### config.mk
export PLATFORM = sky130hd
export DESIGN_NAME = csel_adder
export DESIGN_NICKNAME = d
export VERILOG_FILES = /design/src/rtl/csel_pkg.sv /design/src/rtl/csel_fa.sv /design/src/rtl/csel_ripple.sv /design/src/rtl/csel_spec_section.sv /design/src/rtl/csel_core.sv /design/src/rtl/csel_adder.sv
export SDC_FILE = /design/constraint.sdc
export NUM_CORES = 1
export LEC_CHECK = 0
export ABC_AREA = 1
export BUFFER_PORTS_ARGS = -buffer_cell sky130_fd_sc_hd__buf_2
export CORE_UTILIZATION = 36
export DETAILED_ROUTE_END_ITERATION = 10
export PLACE_DENSITY = 0.71
export SLEW_MARGIN = 20
export SYNTH_ARGS = -nofsm -noshare
export SYNTH_HDL_FRONTEND = slang
export SYNTH_SLANG_ARGS = --single-unit
### constraint.sdc
create_clock -name clk -period 3.4 [get_ports clk]
set_input_delay 0.34 -clock clk [delete_from_list [all_inputs] [get_ports clk]]
set_output_delay 0.34 -clock clk [all_outputs]
set_load 0.02 [all_outputs]
### src/rtl/csel_pkg.sv
package csel_pkg;
  parameter int unsigned CSEL_SEC_W = 4;
  parameter int unsigned CSEL_NSEC  = 2;

  typedef enum logic {
    GUESS_C0 = 1'b0,
    GUESS_C1 = 1'b1
  } carry_guess_e;
endpackage

### src/rtl/csel_fa.sv
module csel_fa (
  input  logic x,
  input  logic y,
  input  logic ci,
  output logic s,
  output logic co
);
  logic hx;
  assign hx = x ^ y;
  assign s  = hx ^ ci;
  assign co = (x & y) | (ci & hx);
endmodule

### src/rtl/csel_ripple.sv
module csel_ripple #(
  parameter int unsigned W = 4
) (
  input  logic [W-1:0] x,
  input  logic [W-1:0] y,
  input  logic         ci,
  output logic [W-1:0] s,
  output logic         co
);
  logic [W:0] chain;
  assign chain[0] = ci;

  for (genvar i = 0; i < W; i++) begin : g_bit
    csel_fa u_fa (
      .x (x[i]),
      .y (y[i]),
      .ci(chain[i]),
      .s (s[i]),
      .co(chain[i+1])
    );
  end

  assign co = chain[W];
endmodule

### src/rtl/csel_spec_section.sv
module csel_spec_section
  import csel_pkg::*;
#(
  parameter int unsigned W = 4
) (
  input  logic [W-1:0] x,
  input  logic [W-1:0] y,
  input  logic         sel,
  output logic [W-1:0] s,
  output logic         co
);
  localparam int unsigned MUXN = W + 1;

  logic [W-1:0]  s_g0, s_g1;
  logic          co_g0, co_g1;
  logic [MUXN-1:0] res_g0, res_g1, res_pick;

  csel_ripple #(.W(W)) u_guess0 (
    .x(x), .y(y), .ci(GUESS_C0), .s(s_g0), .co(co_g0)
  );

  csel_ripple #(.W(W)) u_guess1 (
    .x(x), .y(y), .ci(GUESS_C1), .s(s_g1), .co(co_g1)
  );

  assign res_g0 = {co_g0, s_g0};
  assign res_g1 = {co_g1, s_g1};

  for (genvar m = 0; m < MUXN; m++) begin : g_mux
    assign res_pick[m] = sel ? res_g1[m] : res_g0[m];
  end

  assign s  = res_pick[W-1:0];
  assign co = res_pick[W];
endmodule

### src/rtl/csel_core.sv
module csel_core #(
  parameter int unsigned SEC_W = 4,
  parameter int unsigned NSEC  = 2
) (
  input  logic [SEC_W*NSEC-1:0] x,
  input  logic [SEC_W*NSEC-1:0] y,
  input  logic                  ci,
  output logic [SEC_W*NSEC-1:0] s,
  output logic                  co
);
  logic [NSEC:0] sec_c;
  assign sec_c[0] = ci;

  csel_ripple #(.W(SEC_W)) u_low (
    .x (x[SEC_W-1:0]),
    .y (y[SEC_W-1:0]),
    .ci(sec_c[0]),
    .s (s[SEC_W-1:0]),
    .co(sec_c[1])
  );

  for (genvar k = 1; k < NSEC; k++) begin : g_sec
    csel_spec_section #(.W(SEC_W)) u_sec (
      .x  (x[k*SEC_W +: SEC_W]),
      .y  (y[k*SEC_W +: SEC_W]),
      .sel(sec_c[k]),
      .s  (s[k*SEC_W +: SEC_W]),
      .co (sec_c[k+1])
    );
  end

  assign co = sec_c[NSEC];
endmodule

### src/rtl/csel_adder.sv
module csel_adder
  import csel_pkg::*;
#(
  parameter int unsigned SEC_W = CSEL_SEC_W,
  parameter int unsigned NSEC  = CSEL_NSEC
) (
  input  logic                  clk,
  input  logic                  rst,
  input  logic [SEC_W*NSEC-1:0] op_a,
  input  logic [SEC_W*NSEC-1:0] op_b,
  input  logic                  carry_in,
  output logic [SEC_W*NSEC-1:0] sum_q,
  output logic                  carry_out_q
);
  localparam int unsigned DW = SEC_W * NSEC;

  logic [DW-1:0] sum_c;
  logic          co_c;

  csel_core #(.SEC_W(SEC_W), .NSEC(NSEC)) u_core (
    .x (op_a),
    .y (op_b),
    .ci(carry_in),
    .s (sum_c),
    .co(co_c)
  );

  always_ff @(posedge clk) begin
    if (rst) begin
      sum_q       <= '0;
      carry_out_q <= 1'b0;
    end else begin
      sum_q       <= sum_c;
      carry_out_q <= co_c;
    end
  end
endmodule

==> results of run 1 <==
stage by stage:
| stage | cells | setup slack [ns] |
|---|---|---|
| 4_1_cts | 93 | 0.231 |
| 5_1_grt | 93 | 0.0990 |
| 2_1_floorplan | 48 | 0.200 |
| 3_5_place_dp | 89 | -0.0301 |
| 3_3_place_gp | 89 | 0.0308 |
| 6_report | 93 | 0.260 |
sequential cells by signal, summed over array words and instances, names as in the netlist:
| register | cells |
|---|---|
| sum_q | 8 |
| carry_out_q | 1 |
kinds of logic after synthesis:
logic type	count (synthesis)	share of synthesized area [%]
and+or+nand+nor	13	11.4
DFF	9	38.2
adders and majority gates	9	35.0
buffers and inverters	16	14.3
AOI/OAI and AO/OA	1	1.06
cell usage after synthesis:
master	count	share of area, %
dfxtp_1	9	38
inv_1	14	11
buf_6	1	2.4
nor2_2	1	1.3
nand2_1	2	1.6
inv_2	1	0.79
o21ai_0	1	1.1
ha_1	2	5.3
nand2_2	1	1.3
nor2_1	9	7.2
fa_1	7	30
final timing paths:
path,cells after the start,to
max,12,sum_q[7]
min,2,carry_out_q
worst max-delay path: cells and delay by family:
kind | cells | cell delay, ns
AND/OR/NAND/NOR | 1 | 0.09
AO/OA/AOI/OAI | 1 | 0.11
buffers and inverters | 3 | 0.25
adder cells (fa/ha/maj) | 7 | 2.54
where the power goes:
| group | switching (mW) | internal [mW] |
|---|---|---|
| combinational | 0.0457 | 0.0323 |
| clock | 0.0332 | 0.0450 |
| sequential | 0.00237 | 0.118 |
| total | 0.0812 | 0.196 |
layer usage:
layer | share of wire, % | up-vias | global-route usage, % | routed length [um]
li1 | - | 192 | - | -
met1 | 37 | 165 | 14.4 | 276
met2 | 56 | 14 | 23.3 | 418
met3 | 7.0 | 0 | 2.33 | 52
met4 | 0 | 0 | 8.04 | 0
met5 | 0 | - | 0 | 0
cell type report:
| type | instances | area share (%) |
|---|---|---|
| multi-input cells | 23 | 34.6 |
| flip-flops and latches | 9 | 27.9 |
| repair buffers | 28 | 22.1 |
| inverters | 15 | 8.70 |
| clock buffers | 4 | 4.06 |
| well taps | 14 | 2.71 |
==> impl_metrics.json, run 1 <==
{
  "status": "finished clean",
  "powerDensity_nw_per_um2": 428,
  "dp_hpwl_um": 672,
  "syn_inst": 48,
  "hold_path.class": "in2reg",
  "dr.pass1.iters": 2,
  "fmax_mhz": 318,
  "cts_tree": "yes",
  "final_common_cell": "buf_2",
  "p_leak_nw": 0.382,
  "yosys_warnings": 0,
  "initial_core_util_pct": 40.8,
  "wl_per_cell_um": 8.04,
  "grt_start_max_net_pins": 10,
  "cts_max_path_buffers": 2,
  "vias": 371,
  "routed_wl_um": 748,
  "fin_hold_ws_ns": 0.377,
  "path_common_cell": "fa_1",
  "grt_pass1_vias": 335,
  "setup_viol": 0,
  "die_x_um": 38.2,
  "worst-path-max-fanout": 2,
  "p_total_mw": 0.277,
  "dpl_cell_area_um2": 621,
  "grtUsageTotal_pct": 13.2,
  "post-cts-setup-buffers": 0,
  "end_kind": "flop",
  "syn_area_um2": 472,
  "place_congestion": 0.672,
  "seqCellArea_um2": 180,
  "postCtsHoldBufs": 0,
  "cts-resized-gates": 0,
  "drt_iter0_drc": 2,
  "gr-total-overflow": 0,
  "hp-start": "rst",
  "rsz0062_at_grt": "false",
  "syn-num-nets": 76,
  "coreArea_um2": 1160,
  "layout_common_cells": "buf_2, inv_1, nor2_1, dfxtp_1, fa_1",
  "antenna_cells": 0,
  "grt_first_pass_wirelength_um": 1290,
  "drive_gt1_share_pct": 43.0,
  "yosysSeqAreaShare_pct": 38.2,
  "fill_cells": 114,
  "ant_nets": 0,
  "cp_slowest_cell": "fa_1",
  "ys_types": 11,
  "root_buffer": "clkbuf_4",
  "max_cap_violations": 0,
  "rows": 12,
  "drc": 0,
  "multiInputGateArea_um2": 224,
  "cts.clk_slew.worst_paths_ns": 0.06,
  "final_area_um2": 647,
  "finalCritPeriodShare_pct": 92.4,
  "tns_ns": 0,
  "worstPathCellList": "buf_2 > fa_1 > fa_1 > fa_1 > inv_1 > fa_1 > o21ai_0 > fa_1 > fa_1 > inv_1 > fa_1 > nor2_1",
  "ys_seq_elements": 9,
  "tightest_slew_ns": 0.255,
  "cts_max_level": 1,
  "cp-startpoint": "op_a[0]",
  "synth_area_per_cell_um2": 9.83,
  "crit_path_start_kind": "primary input",
  "utilization_pct": 56.0,
  "nNetsFinal": 108,
  "max_stage_delay_ns": 0.43,
  "cts_made_buffers": 3,
  "place.port_buffers": 27,
  "relSlewSlack_pct": 82.8,
  "die_h_um": 38.2,
  "hold_violations": 0,
  "arrival_ns": 3.33,
  "setup.worst_path.class": "in2reg",
  "fin_crit_ns": 3.14,
  "io_pins": 28,
  "dieArea_um2": 1460,
  "critPathRequiredTime_ns": 3.59,
  "routed_via_density": 3.99,
  "cts.sink_count": 9,
  "slew_violations": 0,
  "vdd_drop_max_mv": 0.142,
  "antenna_found_initial": 0,
  "syn_to_final_growth_pct": 37.1
}
Note: power is estimated with default switching activity, not from simulation.
==> run 2, diff against run 1 <==
--- a/config.mk
+++ b/config.mk
@@ -7,9 +7,10 @@
 export LEC_CHECK = 0
 export ABC_AREA = 1
 export BUFFER_PORTS_ARGS = -buffer_cell sky130_fd_sc_hd__buf_2
-export CORE_UTILIZATION = 36
+export CORE_AREA = 2 2 39 41
 export DETAILED_ROUTE_END_ITERATION = 10
-export PLACE_DENSITY = 0.71
+export DIE_AREA = 0 0 41 43
+export PLACE_DENSITY = 0.67
 export SLEW_MARGIN = 20
 export SYNTH_ARGS = -nofsm -noshare
 export SYNTH_HDL_FRONTEND = slang
==> constraint.sdc (replaced) <==
create_clock -name clk -period 3.15 [get_ports clk]
set_input_delay 0.315 -clock clk [delete_from_list [all_inputs] [get_ports clk]]
set_output_delay 0.315 -clock clk [all_outputs]
set_load 0.02 [all_outputs]
==> run 2 against run 1 <==
- sequential power up 8%
- via count increased by 2.4%
- first-iteration DRC count is 50% higher
- largest power group unchanged
- sequential share of layout area down 0.63 points
==> impl_metrics.json, run 2 (same netlist as run 1, synthesis figures left out) <==
{
  "end_kind": "flop",
  "place_congestion": 0.589,
  "routed_via_density": 4.00,
  "swShare_pct": 29.6,
  "nNetsFinal": 108,
  "rows": 14,
  "hold_depth": 2,
  "max_cap_violations": 0,
  "drt_iter0_drc": 3,
  "path_common_cell": "fa_2",
  "fill_cells": 140,
  "cts_made_buffers": 3,
  "antenna_cells": 0,
  "critPathRequiredTime_ns": 3.34,
  "routed_wl_um": 912,
  "seqPwrFrac_pct": 43.0,
  "largest_register_ffs": 8,
  "rsz0062_at_grt": "false",
  "p_clk_share_pct": 27.5,
  "vias": 380,
  "post-cts-setup-buffers": 0,
  "crit_family": "adder cells",
  "arrival_ns": 3.17,
  "place.port_buffers": 27,
  "dieArea_um2": 1760,
  "cts_tree": "yes",
  "setup.worst_path.class": "in2reg",
  "grt_start_max_net_pins": 10,
  "root_buffer": "clkbuf_4",
  "wl_per_cell_um": 9.60,
  "dr.pass1.iters": 5,
  "finalCritPeriodShare_pct": 94.5,
  "pwr-share-comb_pct": 29.6,
  "syn_to_final_growth_pct": 40.3,
  "setup_viol": 0,
  "status": "finished clean",
  "path_depth": 12,
  "grt_first_pass_wirelength_um": 1320,
  "grtUsageTotal_pct": 12.3,
  "worstPathCellList": "buf_2 > fa_2 > fa_2 > fa_1 > inv_1 > fa_2 > o21ai_1 > fa_2 > fa_2 > inv_1 > fa_1 > nor2_1",
  "die_h_um": 43,
  "layout_common_cells": "buf_2, inv_1, nor2_1, dfxtp_1, fa_2",
  "fmax_mhz": 336,
  "fin_crit_ns": 2.98,
  "tns_ns": 0,
  "vdd_drop_max_mv": 0.105,
  "die_x_um": 41,
  "max_stage_delay_ns": 0.40,
  "reg_top3": "sum_q: 8 flops, carry_out_q: 1 flops",
  "grt_pass1_vias": 327,
  "hold_path.class": "in2reg",
  "hp-start": "rst",
  "regMostFlops": "sum_q",
  "cts.clk_slew.worst_paths_ns": 0.06,
  "worst-path-max-fanout": 2,
  "initial_core_util_pct": 34.1,
  "drc": 0,
  "cp-startpoint": "op_a[0]",
  "critPathBufInv": 3,
  "cp_slowest_cell": "fa_1",
  "intPower_mw": 0.214,
  "dp.cells": 91,
  "dp_hpwl_um": 802,
  "drive_gt1_share_pct": 49.4,
  "p_leak_nw": 0.378,
  "postCtsHoldBufs": 0,
  "coreArea_um2": 1380,
  "antenna_found_initial": 0,
  "io_pins": 28,
  "gr-total-overflow": 0,
  "cts.sink_count": 9,
  "switching_power_mw": 0.0901,
  "cts_max_path_buffers": 2,
  "ant_nets": 0,
  "final_common_cell": "buf_2",
  "crit_path_start_kind": "primary input",
  "slew_violations": 0,
  "powerDensity_nw_per_um2": 459,
  "hold_violations": 0,
  "cts_max_level": 1,
  "relSlewSlack_pct": 87.3,
  "tightest_slew_ns": 0.189,
  "instances_no_fill": 95
}
## run 2: final timing paths
kind | end | slack (ns)
setup / recovery | sum_q[7] | 0.17
hold / removal | carry_out_q | 0.35
## run 2: routing by layer
metal	up-vias	GRT usage (%)	part of all wire, %
met5	-	0	0
met4	0	8.00	0
met3	0	3.14	9.3
met2	20	23.1	58
met1	168	9.63	32
li1	192	-	-
## run 2: power groups by stage
stage / Sequential [mW] / Clock (mW) / Combinational, mW
global route: 0.133 / 0.0969 / 0.104
floorplan: 0.152 / 0 / 0.0347
finish: 0.131 / 0.0835 / 0.0899
global placement: 0.133 / 0 / 0.0839
CTS: 0.131 / 0.0865 / 0.0909
detailed placement: 0.133 / 0 / 0.0894
## run 2: what timing repair did
| item | in CTS | in global routing |
|---|---|---|
| pin swaps | 0 | 1 |
| resized for setup | 1 | 3 |
| endpoints found under the setup margin | 1 | 1 |
## run 2: metrics by stage
step,cell area (um2),hold WS [ns],power (mW),setup slack (ns),util [%]
after floorplan,477,0.500,0.186,0.0141,-
after global placement,628,0.606,0.217,-0.174,45.4
after detailed placement,628,0.612,0.223,-0.274,45.4
after CTS,657,0.350,0.308,0.00411,47.5
after global routing,662,0.351,0.334,0.0431,47.8
final,662,0.348,0.304,0.172,47.8
## run 2: cell type report
class | count | area [um2] | area share (%)
Tap cell | 16 | 20.0 | 3.02
Sequential cell | 9 | 180 | 27.2
Multi-Input combinational cell | 23 | 236 | 35.7
Timing Repair Buffer | 28 | 143 | 21.6
Inverter | 15 | 56.3 | 8.51
Clock buffer | 4 | 26.3 | 3.97
==> run 3, diff against run 2 <==
--- a/config.mk
+++ b/config.mk
@@ -6,11 +6,10 @@
 export NUM_CORES = 1
 export LEC_CHECK = 0
 export ABC_AREA = 1
-export BUFFER_PORTS_ARGS = -buffer_cell sky130_fd_sc_hd__buf_2
-export CORE_AREA = 2 2 39 41
+export BUFFER_PORTS_ARGS = -buffer_cell sky130_fd_sc_hd__clkbuf_2
+export CORE_UTILIZATION = 36
 export DETAILED_ROUTE_END_ITERATION = 10
-export DIE_AREA = 0 0 41 43
-export PLACE_DENSITY = 0.67
+export PLACE_DENSITY = 0.71
 export SLEW_MARGIN = 20
 export SYNTH_ARGS = -nofsm -noshare
 export SYNTH_HDL_FRONTEND = slang
==> constraint.sdc (replaced) <==
create_clock -name clk -period 2.6 [get_ports clk]
set_input_delay 0.26 -clock clk [delete_from_list [all_inputs] [get_ports clk]]
set_output_delay 0.26 -clock clk [all_outputs]
set_load 0.02 [all_outputs]
==> run 3 against run 2 <==
- final cell count shrank 2.1%
- the flow now finishes with violations (negative setup slack)
- critical path type unchanged
- flip-flop and latch count unchanged
- total power is 24% higher
- utilization up 10 points
- critical endpoint unchanged
- first-iteration DRC count is 33% higher
- routed wire length fell by 6.8%
==> impl_metrics.json, run 3 (same netlist as run 1, synthesis figures left out) <==
{
  "crit_family": "adder cells",
  "p_total_mw": 0.377,
  "layout_common_cells": "clkbuf_2, inv_1, nor2_1, dfxtp_1, fa_2",
  "cts_max_level": 1,
  "ant_nets": 0,
  "vdd_drop_max_mv": 0.210,
  "fin_hold_ws_ns": 0.300,
  "grt_first_pass_wirelength_um": 1360,
  "final_common_cell": "clkbuf_2",
  "hold_path.class": "in2reg",
  "drt_iter0_drc": 4,
  "place.port_buffers": 27,
  "tightest_slew_ns": 0.189,
  "setup_ws_ns": -0.165,
  "relSlewSlack_pct": 87.4,
  "routed_via_density": 4.06,
  "cp_slowest_cell": "fa_2",
  "antenna_cells": 0,
  "regMostFlops": "sum_q",
  "hp-start": "rst",
  "die_h_um": 38.2,
  "rsz0062_at_grt": "true",
  "path_common_cell": "fa_2",
  "arrival_ns": 2.96,
  "hold_violations": 0,
  "post-cts-setup-buffers": 0,
  "utilization_pct": 58.1,
  "routed_wl_um": 850,
  "wl_per_cell_um": 9.14,
  "vias": 378,
  "cts_made_buffers": 3,
  "dp.cells": 89,
  "grt_start_max_net_pins": 10,
  "setup_viol": 2,
  "die_x_um": 38.2,
  "worst-path-max-fanout": 2,
  "worstPathCellList": "buf_6 > fa_2 > fa_2 > fa_2 > inv_2 > fa_2 > o21ai_2 > fa_2 > fa_2 > inv_2 > fa_1 > nor2_1",
  "grt_pass1_vias": 368,
  "failed_checks": "negative setup slack",
  "drive_gt1_share_pct": 55.7,
  "cp-startpoint": "carry_in",
  "drc": 0,
  "worstSetupEndpoint": "sum_q[7]",
  "gr-total-overflow": 0,
  "critPathBufInv": 3,
  "largest_register_ffs": 8,
  "cts_max_path_buffers": 2,
  "root_buffer": "clkbuf_4",
  "slew_violations": 0,
  "syn_to_final_growth_pct": 42.4,
  "fin_crit_ns": 2.76,
  "path_depth": 12,
  "cts.sink_count": 9,
  "dieArea_um2": 1460,
  "p_leak_nw": 0.378,
  "rows": 12,
  "finalCritPeriodShare_pct": 106,
  "nNetsFinal": 108,
  "powerDensity_nw_per_um2": 561,
  "dr.pass1.iters": 3,
  "max_cap_violations": 0,
  "crit_path_start_kind": "primary input",
  "end_kind": "flop",
  "critPathRequiredTime_ns": 2.80,
  "status": "finished, violations left",
  "antenna_found_initial": 0,
  "setup.worst_path.class": "in2reg",
  "tns_ns": -0.165,
  "cts_tree": "yes",
  "initial_core_util_pct": 40.8,
  "place_congestion": 0.582,
  "cts.clk_slew.worst_paths_ns": 0.06,
  "max_stage_delay_ns": 0.39,
  "coreArea_um2": 1160,
  "io_pins": 28,
  "instances_no_fill": 93,
  "fmax_mhz": 362,
  "grtUsageTotal_pct": 14.3,
  "reg_top3": "sum_q: 8 flops, carry_out_q: 1 flops",
  "dp_hpwl_um": 777
}
[run 3: cell count changes in the layout (fill, tap and decap cells not counted)]
cell,before,now
buf_2,27,0
buf_6,0,1
clkbuf_2,0,26
fa_1,2,1
fa_2,5,6
inv_1,14,11
inv_2,1,4
o21ai_1,1,0
o21ai_2,0,1
[run 3: per-layer routing]
layer  track usage [%]  wire length, um  up-vias  part of all wire [%]
met5                 0                0        -                     0
met4              8.04                0        0                     0
met1              12.9              283      166                    33
li1                  -                -      192                     -
met2              27.5              509       20                    60
met3              4.07               56        0                   6.6
[run 3: timing repair]
action / 4_1_cts / 5_1_grt
gates cloned: 0 / 0
pin swaps: 5 / 1
hold buffers: 0 / 0
resized for setup: 0 / 3
setup endpoints to repair: 3 / 3
[run 3: how the worst min path moves through the flow]
stage | slack (ns) | cells past startpoint | end
CTS | 0.29 | 2 | carry_out_q
global placement | 0.57 | 2 | carry_out_q
finish | 0.30 | 2 | sum_q[6]
detailed placement | 0.56 | 2 | carry_out_q
floorplan | 0.44 | 2 | carry_out_q
global route | 0.32 | 2 | sum_q[6]
[run 3: through the flow]
step           worst slack [ns]  area [um2]
5_1_grt                  -0.254         672
2_1_floorplan            -0.379         490
6_report                 -0.165         672
3_3_place_gp             -0.502         639
4_1_cts                  -0.199         666
3_5_place_dp             -0.564         639
[run 3: cell type report]
class / count / area [um2]
multi-input combinational: 23 / 243
tap: 14 / 17.5
timing repair buffer: 28 / 149
inverter: 15 / 56.3
clock buffer: 4 / 26.3
fill: 118 / 484
sequential: 9 / 180
[run 3: report_power, final]
| group | internal [mW] | leakage [nW] | switching, mW |
|---|---|---|---|
| sequential | 0.155 | 0.0750 | 0.00409 |
| clock | 0.0590 | 0.0150 | 0.0466 |
| combinational | 0.0479 | 0.288 | 0.0647 |
| total | 0.262 | 0.378 | 0.115 |
